--- src/rtl/twoLevelSchedPkg.sv ---
package twoLevelSchedPkg;
  // Strobes the control hands to the datapath each cycle
  typedef struct packed {
    logic issueActive;  // issue from the current group
    logic switchGroup;  // move to targetGroup and issue from it
  } schedStrobe_t;
endpackage

--- src/rtl/schedControl.sv ---
module schedControl
  import twoLevelSchedPkg::*;
#(
  parameter int NUM_GROUPS = 4,
  localparam int GROUP_W = $clog2(NUM_GROUPS)
) (
  input  logic                  clk,
  input  logic                  rst,
  input  logic [GROUP_W-1:0]    activeGroup,
  input  logic [NUM_GROUPS-1:0] groupHasEligible,
  input  logic                  activeAllStalled,
  output schedStrobe_t          strobe,
  output logic [GROUP_W-1:0]    targetGroup
);

  logic searchFound;

  // Circular search over the other groups, nearest first
  always_comb begin
    searchFound = 1'b0;
    targetGroup = activeGroup;
    for (int k = 1; k < NUM_GROUPS; k++) begin
      logic [GROUP_W-1:0] cand;
      cand = GROUP_W'(int'(activeGroup) + k);
      if (!searchFound && groupHasEligible[cand]) begin
        searchFound = 1'b1;
        targetGroup = cand;
      end
    end
  end

  always_comb begin
    strobe.issueActive = groupHasEligible[activeGroup];
    strobe.switchGroup = !groupHasEligible[activeGroup] && activeAllStalled && searchFound;
  end

  // a switch always lands on another group that can issue
  p_switch_target_r6: assert property (@(posedge clk) disable iff (rst)
    strobe.switchGroup |-> (groupHasEligible[targetGroup] && targetGroup != activeGroup));

endmodule

--- src/rtl/schedDatapath.sv ---
module schedDatapath
  import twoLevelSchedPkg::*;
#(
  parameter int NUM_WARPS  = 16,
  parameter int GROUP_SIZE = 4,
  localparam int NUM_GROUPS = NUM_WARPS / GROUP_SIZE,
  localparam int GROUP_W    = $clog2(NUM_GROUPS),
  localparam int SLOT_W     = $clog2(GROUP_SIZE),
  localparam int WARP_W     = $clog2(NUM_WARPS)
) (
  input  logic                  clk,
  input  logic                  rst,
  input  logic [NUM_WARPS-1:0]  readyBits,
  input  logic [NUM_WARPS-1:0]  stallBits,
  input  schedStrobe_t          strobe,
  input  logic [GROUP_W-1:0]    targetGroup,
  output logic [NUM_GROUPS-1:0] groupHasEligible,
  output logic                  activeAllStalled,
  output logic [GROUP_W-1:0]    activeGroup,
  output logic                  issueValid,
  output logic [WARP_W-1:0]     issueWarp
);

  logic [NUM_WARPS-1:0]  eligible;
  logic [NUM_GROUPS-1:0] groupAllStalled;
  logic [SLOT_W-1:0]     rrPtr;
  logic [GROUP_W-1:0]    selGroup;
  logic [SLOT_W-1:0]     basePtr;
  logic [GROUP_SIZE-1:0] selBits;
  logic [SLOT_W-1:0]     pickSlot;
  logic                  pickFound;

  assign eligible = readyBits & ~stallBits;

  // Per-group summaries
  for (genvar g = 0; g < NUM_GROUPS; g++) begin : gGroup
    assign groupHasEligible[g] = |eligible[g*GROUP_SIZE +: GROUP_SIZE];
    assign groupAllStalled[g]  = &stallBits[g*GROUP_SIZE +: GROUP_SIZE];
  end

  assign activeAllStalled = groupAllStalled[activeGroup];

  // A newly activated group scans from slot 0
  assign selGroup = strobe.switchGroup ? targetGroup : activeGroup;
  assign basePtr  = strobe.switchGroup ? '0 : rrPtr;
  assign selBits  = eligible[int'(selGroup)*GROUP_SIZE +: GROUP_SIZE];

  always_comb begin
    pickFound = 1'b0;
    pickSlot  = '0;
    for (int k = 0; k < GROUP_SIZE; k++) begin
      logic [SLOT_W-1:0] slot;
      slot = SLOT_W'(int'(basePtr) + k);
      if (!pickFound && selBits[slot]) begin
        pickFound = 1'b1;
        pickSlot  = slot;
      end
    end
  end

  assign issueValid = (strobe.issueActive || strobe.switchGroup) && pickFound;
  assign issueWarp  = {selGroup, pickSlot};

  always_ff @(posedge clk) begin
    if (rst) begin
      activeGroup <= '0;
      rrPtr       <= '0;
    end else if (issueValid) begin
      activeGroup <= selGroup;
      rrPtr       <= pickSlot + SLOT_W'(1);
    end
  end

  // the issued warp is ready and not stalled
  p_issue_eligible_r2: assert property (@(posedge clk) disable iff (rst)
    issueValid |-> (readyBits[issueWarp] && !stallBits[issueWarp]));

  // the pointer follows the issued slot
  p_ptr_next_r4: assert property (@(posedge clk) disable iff (rst)
    issueValid |=> (rrPtr == SLOT_W'($past(issueWarp[SLOT_W-1:0]) + 1)));

  // the group is held while any of its warps is unstalled
  p_hold_group_r5: assert property (@(posedge clk) disable iff (rst)
    !activeAllStalled |=> $stable(activeGroup));

  // idle cycles leave the state alone
  p_idle_hold_r7: assert property (@(posedge clk) disable iff (rst)
    !issueValid |=> ($stable(activeGroup) && $stable(rrPtr)));

endmodule

--- src/rtl/twoLevelWarpSched.sv ---
module twoLevelWarpSched
  import twoLevelSchedPkg::*;
#(
  parameter int NUM_WARPS  = 16,
  parameter int GROUP_SIZE = 4,
  localparam int NUM_GROUPS = NUM_WARPS / GROUP_SIZE,
  localparam int GROUP_W    = $clog2(NUM_GROUPS),
  localparam int WARP_W     = $clog2(NUM_WARPS)
) (
  input  logic                 clk,
  input  logic                 rst,
  input  logic [NUM_WARPS-1:0] readyBits,
  input  logic [NUM_WARPS-1:0] stallBits,
  output logic                 issueValid,
  output logic [WARP_W-1:0]    issueWarp
);

  schedStrobe_t          strobe;
  logic [GROUP_W-1:0]    targetGroup;
  logic [GROUP_W-1:0]    activeGroup;
  logic [NUM_GROUPS-1:0] groupHasEligible;
  logic                  activeAllStalled;

  schedControl #(.NUM_GROUPS(NUM_GROUPS)) ctrl_i (
    .clk              (clk),
    .rst              (rst),
    .activeGroup      (activeGroup),
    .groupHasEligible (groupHasEligible),
    .activeAllStalled (activeAllStalled),
    .strobe           (strobe),
    .targetGroup      (targetGroup)
  );

  schedDatapath #(.NUM_WARPS(NUM_WARPS), .GROUP_SIZE(GROUP_SIZE)) dp_i (
    .clk              (clk),
    .rst              (rst),
    .readyBits        (readyBits),
    .stallBits        (stallBits),
    .strobe           (strobe),
    .targetGroup      (targetGroup),
    .groupHasEligible (groupHasEligible),
    .activeAllStalled (activeAllStalled),
    .activeGroup      (activeGroup),
    .issueValid       (issueValid),
    .issueWarp        (issueWarp)
  );

endmodule

--- config.mk ---
export PLATFORM = sky130hd
export DESIGN_NAME = twoLevelWarpSched
export DESIGN_NICKNAME = d
export VERILOG_FILES = /design/src/rtl/twoLevelSchedPkg.sv /design/src/rtl/schedControl.sv /design/src/rtl/schedDatapath.sv /design/src/rtl/twoLevelWarpSched.sv
export SDC_FILE = /design/constraint.sdc
export NUM_CORES = 1
export LEC_CHECK = 0
export BUFFER_PORTS_ARGS = -buffer_cell sky130_fd_sc_hd__buf_2
export CAP_MARGIN = 20
export CORE_MARGIN = 3
export CORE_UTILIZATION = 52
export DETAILED_ROUTE_END_ITERATION = 8
export GPL_ROUTABILITY_DRIVEN = 0
export PLACE_DENSITY_LB_ADDON = 0.25
export SYNTH_ARGS = -nofsm -noshare
export SYNTH_HDL_FRONTEND = slang
export SYNTH_HIERARCHICAL = 1
export SYNTH_SLANG_ARGS = --single-unit
--- constraint.sdc ---
create_clock -name clk -period 6.25 [get_ports clk]
set_input_delay 1.25 -clock clk [delete_from_list [all_inputs] [get_ports clk]]
set_output_delay 1.25 -clock clk [all_outputs]
set_load 0.01 [all_outputs]
Word-level counts from Yosys, hierarchy flattened
Cells that the tools add are included.
{"block": "totals", "reg_bits": 4, "wordCells": 77}
{"block": "op_classes", "n_addsub": 7, "n_lt_le_gt_ge": 8, "n_shift": 1, "mux": 34, "bitwise": 2, "n_reduce_logical": 23}
{"cell": "< comparator 2 x 3 -> 1 bit, second input constant", "count": 8}
{"cell": "binary-select mux 1 bit (select 2 bit)", "count": 9}
{"cell": "two-way mux 2 bit", "count": 9}
{"cell": "AND 16 bit", "count": 1}
{"cell": "two-way mux 1 bit", "count": 16}
{"cell": "inverter 16 bit", "count": 1}
{"cell": "AND reduction 4 bit", "count": 4}
{"cell": "OR reduction 4 bit", "count": 4}
{"cell": "indexed part select 16 x 5 -> 4 bit", "count": 1}
{"cell": "adder 2 bit, second input constant", "count": 4}
{"cell": "logical AND 1 bit", "count": 8}
{"cell": "adder 2 x 1 -> 2 bit, second input constant", "count": 3}
{"cell": "logical NOT 1 bit", "count": 6}
{"cell": "logical OR 1 bit", "count": 1}

Longest topological paths before layout
{"block": "logic_depth", "ltp_word": 28, "mapped_depth": 17}

Cells and area by module
The synthesis kept the hierarchy.
{"mod": "schedDatapath", "n_inst": 1, "cells_each": 133, "area_each_um2": 1111.1, "seq_area_each_um2": 80.1}
{"mod": "schedControl", "n_inst": 1, "cells_each": 20, "area_each_um2": 141.4, "seq_area_each_um2": 0.0}

Worst setup path before layout
Ideal clock, no wire load.
{"block": "synth_timing", "kind": "input to output", "startpoint": "input port readyBits[1]", "endpoint": "output port issueWarp[0]", "arrival_ns": 4.390, "t_required_ns": 5.000, "slack_ns": 0.610, "cell_stages": 13, "n_path_buf": 2, "cell_sequence": "nor2b_1 > or4_1 > mux4_2 > inv_1 > o2111a_1 > buf_4 > mux2i_2 > buf_2 > mux2_2 > nand2_1 > a211oi_1 > a211o_1 > nand2_1"}
{"element": "start: declaration", "line": "twoLevelWarpSched.sv:12", "rtl": "input logic [NUM_WARPS-1:0] readyBits,"}
{"element": "end: declaration", "line": "twoLevelWarpSched.sv:15", "rtl": "output logic [WARP_W-1:0] issueWarp"}

==> flow_results.org <==
** Drt
- Across all layers, the routed design uses 1400 vias.
- For this run, the detailed router's first-pass iteration total came to 4.
- Count of antenna-violating nets left after detailed routing :: 0
- Total DRC errors in the routed layout :: 0
- Routed len/inst :: 16.4 µm
- For this block, the routed nets add up to 3610 µm of wire.
- Dividing the detail-routed via count by the number of cells gives 6.33.
- Initial DRC count :: 41

** Setup path
- Startpoint kind of the worst setup timing path :: primary input
- Stages on worst setup path :: 15
- Reg-to-Reg End :: dp_i/rrPtr[1]
- Data on the critical path arrives at its endpoint at 4.75 ns.
- Crit path top cell by count :: sky130_fd_sc_hd__buf_2
- For the worst flop-to-flop path, the logic depth is 14.
- The worst setup path is captured at a primary output.
- On the critical path, the stage with the largest delay is an instance of sky130_fd_sc_hd__or4_1.
- Crit path required time :: 5.00 ns
- R2r setup slk :: 2.67 ns
- Largest delay share family, worst path :: simple AND/OR/NAND/NOR gates
- Of all nets on the critical path, the largest fanout is 13.
- Max stage delay on crit path :: 0.61 ns
- The critical path is of the in -> out type.
- Sequence of cells on the critical path :: buf_2 -> nor2b_1 -> or4_1 -> mux4_2 -> inv_1 -> o2111a_2 -> buf_4 -> nand2b_4 -> mux2i_2 -> a211oi_1 -> a311oi_2 -> nor3_1 -> a211oi_2 -> nand2_1 -> buf_2
- Buffers & Inverters on Critical Path :: 4
- In this run the critical register-to-register path is launched from dp_i/activeGroup[0].

** Floorplan
- Floorplan die area :: 3030 µm²
- The initial utilization of the core area, before any placement, comes to 0.555.
- From left edge to right edge, the die measures 55.1 µm.
- Placeable core area :: 2250 µm²
- The die is 55.1 µm tall.
- After floorplanning, the core was divided into 17 placement rows.
- # IOs :: 39

** Place
- Dpl hpwl :: 3020 µm
- Total of buffers placed on input and output ports :: 38
- After detailed placement, the design holds a cell count of 217.

** STA
- On the final layout, the worst clock skew is 0.000448 ns.
- Hold Fails Final Rpt :: 0
- For the pin with the worst max-slew slack, the measured transition is 0.533 ns.
- Final clock period utilization by the worst path :: 0.960
- The clock period could shrink to 6.00 ns.
- For the final routed database, the setup TNS stands at 0 ns.
- Setup violations remaining at the end of the flow were counted as 0.
- Setup repair after global routing left no endpoint under its margin.
- The number of pins exceeding their max-slew limit in the final report is 0.
- Max Fclk :: 167 MHz
- The worst pin sits at a relative slew slack of 0.644.
- Hold timing on the final database bottoms out at a slack of 0.605 ns.

** Synthesis
- Total of warnings raised by yosys :: 6
- Post-Syn Area :: 1250 µm²
- Cell taking the most area after synthesis :: sky130_fd_sc_hd__mux2i_1
- Share of flip-flops with an asynchronous set or reset after synthesis :: 0
- After synthesis, the netlist uses 40 different library cells.
- The synthesized design contains 0 enable-type register cells.
- Counting flops and latches in the post-synthesis netlist gives 4.
- Synthesis produced a netlist with a net count of 187.
- The cell count after synthesis came out at 153.
- Post-synth top area share :: 0.136
- Register area share after synthesis :: 0.0639
- In the synthesized netlist the dominant register cell turns out to be sky130_fd_sc_hd__dfxtp_1.
- By area the synthesized netlist is led by sky130_fd_sc_hd__mux2i_1 14%, sky130_fd_sc_hd__mux4_2 11%, sky130_fd_sc_hd__a211oi_1 8.4%.
- Mean post-synth cell area :: 8.19 µm²

** Layout
- Of the cells placed in the final design, the portion with a size suffix greater than 1 is 0.358.
- Cell Count, Final, Fillers Out :: 221
- Final design utilization :: 0.667
- Post-layout net count :: 229
- Most frequent standard cell in the layout excluding fill and tap cells :: sky130_fd_sc_hd__buf_2
- Area Growth Syn to Fin :: 20.1%
- Most used cells in the layout excluding fill and tap cells :: 38 x sky130_fd_sc_hd__buf_2, 16 x sky130_fd_sc_hd__mux2i_1, 14 x sky130_fd_sc_hd__nor2b_1
- Antenna diode count :: 0

** Flow run
- The tool flagged a number of max-cap violations equal to 0.

** GRT
- Antenna violations before repair :: 0
- Global-route wire length before repair :: 5800 µm
- Entering global routing, the biggest net connects 22 pins.
- Overall global routing resource usage :: 0.261
- Via count of the first global-routing pass :: 1348
- Grt total ovfl :: 0

** Clock network
- Cts bufs inserted :: 3
- Clock sinks :: 4
- Clk buf depth :: 2
- The number of hold buffers added after CTS was 0.
- Cell at the root of the clock tree :: sky130_fd_sc_hd__clkbuf_4
- After clock tree synthesis, the clock-pin slew on the worst setup and hold paths is 0.04 ns.
- H-tree levels :: 1
- Clock insertion delay at the later pin of the skew report :: 0.23 ns
- Clock tree from TritonCTS :: built

** Run status
- Outcome :: completed

** Power
- Power per Cell Area :: 329 nW/µm²
- Leak Pwr :: 0.000625 µW
- Total power for the finished layout comes to 495 µW.
- Internal cell power :: 238 µW
- The worst-case IR drop observed on VDD is 0.000235 V.
- Proportion of power drawn by the clock network :: 0.062
- Net Sw Power :: 257 µW
- The share of total power dissipated in combinational logic is 0.824.
- Of the total power, the share spent switching nets is 0.520.
- Sequential share of power :: 0.114

** Worst hold path
- The worst hold path begins at dp_i/rrPtr[1].
- In this run the worst hold path is classified as reg -> reg.
- Terminating pin of the worst hold path :: dp_i/rrPtr[1]
- Cell depth of the worst hold path :: 2
-- worst register-to-register path: stages, from the launching register on --
cell and delay, ns:
sky130_fd_sc_hd__dfxtp_1 0.52, sky130_fd_sc_hd__mux4_2 0.57, sky130_fd_sc_hd__inv_1 0.08, sky130_fd_sc_hd__o2111a_2 0.26
sky130_fd_sc_hd__buf_4 0.15, sky130_fd_sc_hd__mux2i_2 0.25, sky130_fd_sc_hd__buf_4 0.27, sky130_fd_sc_hd__a211oi_1 0.08
sky130_fd_sc_hd__a211oi_1 0.32, sky130_fd_sc_hd__a31oi_1 0.16, sky130_fd_sc_hd__a41oi_4 0.25, sky130_fd_sc_hd__buf_4 0.18
sky130_fd_sc_hd__nand2b_2 0.06, sky130_fd_sc_hd__a211o_1 0.24, sky130_fd_sc_hd__o311ai_1 0.09
-- per-stage QoR --
| stage | instance area, µm² | setup WS [ns] |
|---|---|---|
| final | 1500 | 0.248 |
| after detailed placement | 1460 | 0.104 |
| after global routing | 1500 | 0.0392 |
| after floorplan | 1250 | 0.610 |
| after global placement | 1460 | 0.213 |
| after CTS | 1480 | 0.0961 |
-- metal layers --
layer  part of all wire  vias to the layer above  track usage  wire length [µm]
met5                  0                        -            0                 0
met4              0.021                        0       0.0567                77
met3              0.058                        6       0.0375               210
met2               0.49                       56        0.457              1770
met1               0.43                      661        0.336              1560
li1                   -                      677            -                 -
-- sequential cells by signal, summed over array words and instances (netlist names) --
name	count
dp_i/activeGroup	2
dp_i/rrPtr	2
-- how the worst max path moves through the flow --
stage	start	end	slack, ns
after global routing	readyBits[1]	issueWarp[0]	0.04
after floorplan	readyBits[1]	issueWarp[0]	0.61
after CTS	readyBits[1]	issueWarp[1]	0.1
after global placement	readyBits[1]	issueWarp[1]	0.21
after detailed placement	readyBits[1]	issueWarp[1]	0.10
final	readyBits[1]	issueWarp[0]	0.25
-- cells by family after synthesis --
kind of cell              Yosys count  share of synthesized area
AOI/OAI and AO/OA                  36                      0.241
xor gates and xnor gates            1                    0.00699
DFF                                 4                     0.0639
buffers and inverters              15                     0.0689
and+or+nand+nor                    69                      0.318
muxes                              28                      0.302
-- power groups by stage --
stage	clock (µW)	combinational [µW]	sequential, µW
floorplan	0	315	46.8
global placement	0	382	56.1
detailed placement	0	392	56.3
CTS	31.9	393	55.9
global route	34.8	446	58.1
finish	30.9	408	56.4
-- area by class of cell --
cell class,instances,area [µm²]
clock buffer,3,22.5
fill,207,751
inverter,8,32.5
multi-input combinational,134,1100
sequential,4,80.1
tap,28,35.0
timing repair buffer,44,235
-- repair_timing --
item,CTS,global route
resized for setup,0,6
endpoints found under the setup margin,0,2
buffers inserted,0,1
-- cell usage after synthesis, drive strengths merged, types with 2 or more instances --
cell type / number
mux2: 2
inv: 8
buf: 7
mux4: 6
a211oi: 15
a211o: 3
dfxtp: 4
nand2: 10
nor2: 11
mux2i: 20
a311oi: 3
nor2b: 14
a31oi: 2
nor3: 4
a21oi: 7
nand4: 4
nand2b: 12
nand3: 5
nor4bb: 4
Note: power is estimated with default switching activity, not from simulation.
